### src/rtl/hwm_pkg.sv
package hwm_pkg;
    localparam int DATA_W  = 32;
    localparam int HALF_W  = DATA_W / 2;
    localparam int ADDR_W  = 8;
    localparam int N_CTRL  = 7;
    localparam int STRIDE  = 4;

    localparam logic [ADDR_W-1:0] STAT_ADDR = 8'h20;

    // word index of the two words the PHY fields live in
    localparam int IDX_PWR  = 6;
    localparam int IDX_DLYS = 0;

    // status bit positions
    localparam int ST_CAL  = 6;
    localparam int ST_LOCK = 5;

    typedef logic [HALF_W-1:0] half_t;
    typedef logic [DATA_W-1:0] word_t;

    typedef struct packed {
        half_t val;
    } slice_state_t;

    typedef struct packed {
        word_t rdata;
    } bank_state_t;
endpackage

### src/rtl/hwm_reg_slice.sv
module hwm_reg_slice
    import hwm_pkg::*;
(
    input  logic  clk,
    input  logic  rst,
    input  logic  wr_en,
    input  word_t wdata,
    output half_t q_o
);
    slice_state_t st_d, st_q;
    half_t        en_mask;

    always_comb begin
        en_mask = wdata[DATA_W-1:HALF_W];
        st_d    = st_q;
        if (wr_en) begin
            st_d.val = (st_q.val & ~en_mask) | (wdata[HALF_W-1:0] & en_mask);
        end
    end

    always_ff @(posedge clk) begin
        if (rst) st_q <= '0;
        else     st_q <= st_d;
    end

    assign q_o = st_q.val;

    // bits without enable never move on a write
    p_unmasked_keep_r1: assert property (@(posedge clk) disable iff (rst)
        wr_en |=> (((q_o ^ $past(q_o)) & ~$past(wdata[DATA_W-1:HALF_W])) == '0));

    // no write, no change
    p_idle_hold_r1: assert property (@(posedge clk) disable iff (rst)
        !wr_en |=> $stable(q_o));
endmodule

### src/rtl/hwm_addr_decode.sv
module hwm_addr_decode
    import hwm_pkg::*;
(
    input  logic [ADDR_W-1:0] addr,
    output logic [N_CTRL-1:0] ctrl_sel,
    output logic              stat_sel
);
    for (genvar i = 0; i < N_CTRL; i++) begin : g_sel
        assign ctrl_sel[i] = (addr == ADDR_W'(i * STRIDE));
    end
    assign stat_sel = (addr == STAT_ADDR);

    // at most one word selected
    always_comb begin
        p_decode_onehot_r3: assert ($onehot0({stat_sel, ctrl_sel}));
    end
endmodule

### src/rtl/hwm_read_mux.sv
module hwm_read_mux
    import hwm_pkg::*;
(
    input  half_t [N_CTRL-1:0] ctrl_q,
    input  logic  [N_CTRL-1:0] ctrl_sel,
    input  logic               stat_sel,
    input  logic               cal_done,
    input  logic               dll_lock,
    output word_t              data_o
);
    always_comb begin
        data_o = '0;
        for (int i = 0; i < N_CTRL; i++) begin
            if (ctrl_sel[i]) data_o[HALF_W-1:0] = ctrl_q[i];
        end
        if (stat_sel) begin
            data_o[ST_CAL]  = cal_done;
            data_o[ST_LOCK] = dll_lock;
        end
    end
endmodule

### src/rtl/hwm_ctrl_bank.sv
module hwm_ctrl_bank
    import hwm_pkg::*;
(
    input  logic        clk,
    input  logic        rst,
    input  logic [7:0]  bus_addr,
    input  logic        bus_wr,
    input  logic [31:0] bus_wdata,
    input  logic        bus_rd,
    output logic [31:0] bus_rdata,
    input  logic        cal_done_i,
    input  logic        dll_lock_i,
    output logic        pwr_en_o,
    output logic        dll_en_o,
    output logic [2:0]  drv_code_o,
    output logic [1:0]  freq_band_o,
    output logic        otap_en_o,
    output logic [3:0]  otap_val_o
);
    logic [N_CTRL-1:0] ctrl_sel;
    logic              stat_sel;
    half_t [N_CTRL-1:0] ctrl_q;
    word_t             rd_word;
    bank_state_t       st_d, st_q;

    hwm_addr_decode u_dec (
        .addr     (bus_addr),
        .ctrl_sel (ctrl_sel),
        .stat_sel (stat_sel)
    );

    for (genvar i = 0; i < N_CTRL; i++) begin : g_word
        hwm_reg_slice u_slice (
            .clk   (clk),
            .rst   (rst),
            .wr_en (bus_wr & ctrl_sel[i]),
            .wdata (bus_wdata),
            .q_o   (ctrl_q[i])
        );
    end

    hwm_read_mux u_mux (
        .ctrl_q   (ctrl_q),
        .ctrl_sel (ctrl_sel),
        .stat_sel (stat_sel),
        .cal_done (cal_done_i),
        .dll_lock (dll_lock_i),
        .data_o   (rd_word)
    );

    // read data sampled from pre-write storage
    always_comb begin
        st_d = st_q;
        if (bus_rd) st_d.rdata = rd_word;
    end

    always_ff @(posedge clk) begin
        if (rst) st_q <= '0;
        else     st_q <= st_d;
    end

    assign bus_rdata   = st_q.rdata;
    assign pwr_en_o    = ctrl_q[IDX_PWR][0];
    assign dll_en_o    = ctrl_q[IDX_PWR][1];
    assign drv_code_o  = ctrl_q[IDX_PWR][6:4];
    assign freq_band_o = ctrl_q[IDX_DLYS][13:12];
    assign otap_en_o   = ctrl_q[IDX_DLYS][11];
    assign otap_val_o  = ctrl_q[IDX_DLYS][10:7];

    p_rdata_hold_r10: assert property (@(posedge clk) disable iff (rst)
        !bus_rd |=> $stable(bus_rdata));

    p_upper_zero_r2: assert property (@(posedge clk) disable iff (rst)
        bus_rdata[31:16] == 16'h0);

    p_undef_ignore_r4: assert property (@(posedge clk) disable iff (rst)
        (bus_wr && ctrl_sel == '0) |=> $stable(ctrl_q));

    p_pwr_field_r6: assert property (@(posedge clk) disable iff (rst)
        (bus_wr && bus_addr == 8'h18 && bus_wdata[16]) |=> (pwr_en_o == $past(bus_wdata[0])));

    p_band_field_r7: assert property (@(posedge clk) disable iff (rst)
        (bus_wr && bus_addr == 8'h00 && bus_wdata[29:28] == 2'b11)
            |=> (freq_band_o == $past(bus_wdata[13:12])));
endmodule

### config.mk
export PLATFORM = sky130hd
export DESIGN_NAME = hwm_ctrl_bank
export DESIGN_NICKNAME = d
export VERILOG_FILES = /design/src/rtl/hwm_pkg.sv /design/src/rtl/hwm_reg_slice.sv /design/src/rtl/hwm_addr_decode.sv /design/src/rtl/hwm_read_mux.sv /design/src/rtl/hwm_ctrl_bank.sv
export SDC_FILE = /design/constraint.sdc
export NUM_CORES = 1
export LEC_CHECK = 0
export ABC_AREA = 1
export CORE_ASPECT_RATIO = 0.75
export CORE_MARGIN = 8
export CORE_UTILIZATION = 50
export DETAILED_ROUTE_END_ITERATION = 10
export GPL_TIMING_DRIVEN = 0
export PLACE_DENSITY = 0.83
export SLEW_MARGIN = 20
export SYNTH_ARGS = -nofsm -noshare
export SYNTH_HDL_FRONTEND = slang
export SYNTH_SLANG_ARGS = --single-unit
### constraint.sdc
create_clock -name clk -period 4.5 [get_ports clk]
set_input_delay 1.35 -clock clk [delete_from_list [all_inputs] [get_ports clk]]
set_output_delay 1.35 -clock clk [all_outputs]
set_load 0.01 [all_outputs]
After elaboration in Yosys (flattened, before gate mapping)
Cells that the tools add are included.
W data, S select, Z words.
Word-level totals
  register bits after elaboration: 128
  input bits: 46
  logic and storage cells: 47
Operators by class
  multiplexer cells: 8
  equality and inequality tests: 7
  bitwise logic cells: 23
  reductions and logical operators: 1
Operators by type and width (count)
  $and A16 B16 Y16: 8
  $mux W16: 7
  $or A16 B16 Y16: 7
  $eq A8 B5 Y1 const B: 3
  $eq A8 B4 Y1 const B: 2
  $not A16 Y16: 1
  $eq A8 B3 Y1 const B: 1
  $eq A8 B6 Y1 const B: 1
  $logic_not A8 Y1: 1
  $and A1 B1 Y1: 7
  $mux W2: 1

Logic depth before layout (Yosys ltp)
  word-level depth: 9
  gate-level depth with buffers: 11
  depth with buffers taken out: 10

Cells and area by module
A second synthesis with hierarchy kept.
Unflattened totals
  cells, all modules: 1370
  area, all modules: 8390.5 µm²
By module, submodules not included
  hwm_reg_slice: sequential area each 320.3 µm², cells an instance 116, area an instance 764.5 µm², times used 7
  hwm_read_mux: sequential area each 0.0 µm², cells an instance 312, area an instance 1529.0 µm², times used 1
  hwm_ctrl_bank: sequential area each 640.6 µm², cells an instance 217, area an instance 1391.3 µm², times used 1
  hwm_addr_decode: sequential area each 0.0 µm², cells an instance 29, area an instance 118.9 µm², times used 1

Worst setup path after synthesis
No wires, ideal clock.
  kind: input to register
  start: in bus_addr[0]
  end: reg st_q, in the netlist bus_rdata[15]
  path slack: 2.027 ns
  setup time: 0.132 ns
  cell stages on the path: 10
  path buffers: 2
  data arrival time: 2.341 ns
  path through: inv_1 nand2_2 nor2_4 nand2_1 buf_2 buf_6 o21ai_0 inv_1 nand2_1 a21oi_1
Between the ends
  word-level cells in the longest chain between the ends: 8
  elaborated cells between the ends (all ways): 14
Ends and longest elaborated chain
  start, declared: line hwm_ctrl_bank.sv:6  | input logic [7:0] bus_addr,
  $logic_not A8 Y1: line hwm_addr_decode.sv:9  | assign ctrl_sel[i] = (addr == ADDR_W'(i * STRIDE));
  $mux W16 (6 in a row): line hwm_read_mux.sv:14  | if (ctrl_sel[i]) data_o[HALF_W-1:0] = ctrl_q[i];
  $mux W16 *: line hwm_read_mux.sv:14
  end signal, assigned: line hwm_ctrl_bank.sv:59  | else st_q <= st_d;
  end, declared: line hwm_ctrl_bank.sv:24  | bank_state_t st_d, st_q;
Mark *: on every way between the ends. The rest lies on a longest branch, timed or not.
A chain may end at the register's enable or synchronous reset.

Worst setup path after layout
  start: in bus_addr[4]
  end: reg st_q, in the netlist bus_rdata[3]
Same word-level chain as after synthesis.

==> results.sh <==
export IMPL_nNetsFinal=1117
export IMPL_io_buffers=72
export IMPL_finish_instance_area_mm2=0.008021
export IMPL_rrSetupSlack_ns=3.28
export IMPL_ios=90
export IMPL_grt_pass1_vias=6342
export IMPL_rsz0062_at_grt="no"
export IMPL_place_gp_congestion=0.8811
export IMPL_cp_end_kind="flip-flop"
export IMPL_start_util_pct=51.62
export IMPL_synth_distinct_cells=22
export IMPL_drive_above_1_share_pct=10.33
export IMPL_synthesis_instances=965
export IMPL_final_setup_viol_count=0
export IMPL_clk_path_buf_depth=2
export IMPL_synth_area_mm2=0.006397
export IMPL_htreeDepth=4
export IMPL_r2r_end="bus_rdata[0]"
export IMPL_worstSetupStartpointType="input pin"
export IMPL_hold_viol=0
export IMPL_p_per_area_mw_per_mm2=351.1
export IMPL_routed_wl_mm=20.48
export IMPL_antenna_found_initial=0
export IMPL_grt_pass1_wl_mm=32.19
export IMPL_leakage_nw=2.869
export IMPL_clk_pin_slew_ns=0.06
export IMPL_period_share_pct=68.06
export IMPL_max_slew_worst_pin_slew_ns=0.7793
export IMPL_path_class="input pin to flip-flop"
export IMPL_cts_tree="done"
export IMPL_cts_buffers=17
export IMPL_yosysSeqAreaShare_pct=40.05
export IMPL_ir_worst_vdd_uv=324.6
export IMPL_hold_class="flip-flop to flip-flop"
export IMPL_overflow=0
export IMPL_cp_max_fo=10
export IMPL_drt_iter0_drc=866
export IMPL_grt_usage_pct=24.03
export IMPL_worst_ep_arrival_time_ns=3.36
export IMPL_finalMaxSlewViolations=0
export IMPL_num_rows=35
export IMPL_synth_edf_count=0
export IMPL_avgRoutedWirePerCell_um=16.38
export IMPL_avgSynthCellArea_um2=6.629
export IMPL_clock_skew_ns=0.007401
export IMPL_drc_errors=0
export IMPL_area_growth_synth_to_final_pct=25.39
export IMPL_vias=6927
export IMPL_status="complete, no violations"
export IMPL_dp_hpwl_mm=14.92
export IMPL_diodes=0
export IMPL_worstHoldPathCells=2
export IMPL_critical_path_required_ns=4.80
export IMPL_post_dp_cell_area_mm2=0.007382
export IMPL_fmax_mhz=326.5
export IMPL_cts_resized=0
export IMPL_clockRootBuffer="clkbuf_16"
export IMPL_finalCriticalPeriod_ns=3.063
export IMPL_post_cts_buffers=0
export IMPL_fp_dieW_um=146.6
export IMPL_async_flop_share_pct=0
export IMPL_synth_flop_cell="dfxtp_1"
export IMPL_hold_buffers=0
export IMPL_core_area_mm2=0.01239
export IMPL_ys_seq_elements=128
export IMPL_maxSlewHeadroom_pct=48.05
export IMPL_dieArea_mm2=0.01671
export IMPL_drv_cap=0
export IMPL_grt_max_degree=17
export IMPL_synth_warnings=0
export IMPL_total_power_mw=2.816
export IMPL_clock_sinks=128
export IMPL_dr_pass1_iters=6
export IMPL_insertion_delay_ns=0.42
export IMPL_r2r_worst_path_cells=6
export IMPL_viasPerCell=5.542
export IMPL_die_y_um=114.0
export IMPL_fin_setup_tns_ns=0
export IMPL_ant_nets=0
[through the flow]
| step | util [%] | cells | hold WS, ns | setup slack, ns |
|---|---|---|---|---|
| CTS | 64.72 | 1250 | 0.4561 | 1.541 |
| floorplan | - | 980 | 0.4297 | 2.027 |
| global placement | 59.57 | 1218 | 0.4424 | 1.130 |
| finish | 64.72 | 1250 | 0.4570 | 1.437 |
| detailed placement | 59.57 | 1218 | 0.4469 | 1.097 |
| global route | 64.72 | 1250 | 0.4740 | 1.379 |
[cell usage after synthesis, types with 16 or more instances]
cell type  number  area share [%]
o21ai_0        27             2.1
a21oi_1       126             9.9
nor2_1         41             2.4
nand2_1       306              18
nand4_1        16             1.6
dfxtp_1       128              40
buf_4          31             3.6
clkbuf_1       34             2.0
nand3_1       145              11
inv_1          53             3.1
buf_2          23             1.8
[area by class of cell]
class | count | area (um2)
multi-input combinational | 702 | 3168
clock buffer | 19 | 452.9
tap | 166 | 207.7
fill | 1076 | 4372
sequential | 128 | 2562
clock inverter | 13 | 186.4
timing repair buffer | 72 | 720.7
buffer | 90 | 498.0
inverter | 60 | 225.2
[cell usage in the layout (no fill, tap or decap), types with 16 or more instances in the layout]
cell             count
a21oi_1            126
buf_2               23
buf_4               31
clkbuf_1            34
clkbuf_16           17
clkdlybuf4s50_1     72
conb_1              16
dfxtp_1            128
inv_1               53
nand2_1            306
nand3_1            145
nand4_1             16
nor2_1              41
o21ai_0             27
[power breakdown]
part / switching [mW] / leakage (nW) / internal, mW
clock: 0.539 / 0.301 / 0.956
sequential: 0.000814 / 1.03 / 1.14
combinational: 0.124 / 1.54 / 0.0620
[worst max-delay path: stages]
cell and delay (ns):
clkdlybuf4s50_1 0.50, nor2_1 0.07, nand2_2 0.16, inv_2 0.12, nand2_2 0.17, buf_2 0.28
nor2_1 0.07, nor2_1 0.26, nand4_1 0.20, nand2_1 0.11, a21oi_1 0.06
[worst max-delay path by stage]
stage / endpoint / from / slack (ns) / depth (start not counted)
6_report: bus_rdata[3] / bus_addr[4] / 1.44 / 11
5_1_grt: bus_rdata[3] / bus_addr[5] / 1.38 / 11
4_1_cts: bus_rdata[3] / bus_addr[4] / 1.54 / 11
3_5_place_dp: bus_rdata[3] / bus_addr[4] / 1.10 / 11
3_3_place_gp: bus_rdata[3] / bus_addr[4] / 1.13 / 11
2_1_floorplan: bus_rdata[15] / bus_addr[0] / 2.03 / 10
[routing by layer]
metal	vias to the layer above	part of all wire [%]	track usage [%]
met5	-	0	0
met4	0	1.5	8.008
met3	38	14	6.527
met2	445	42	35.87
met1	3117	43	32.76
li1	3327	-	-
[logic make-up (layout without fill, tap and decap cells)]
kind of cell,Yosys count,in the layout,synth area share (%)
buf+inv,150,254,11.30
simple gates,526,526,36.06
flops,128,128,40.05
other cells,1,16,0.05862
compound gates,160,160,12.52
No activity file was read; power rests on OpenSTA's default activity.
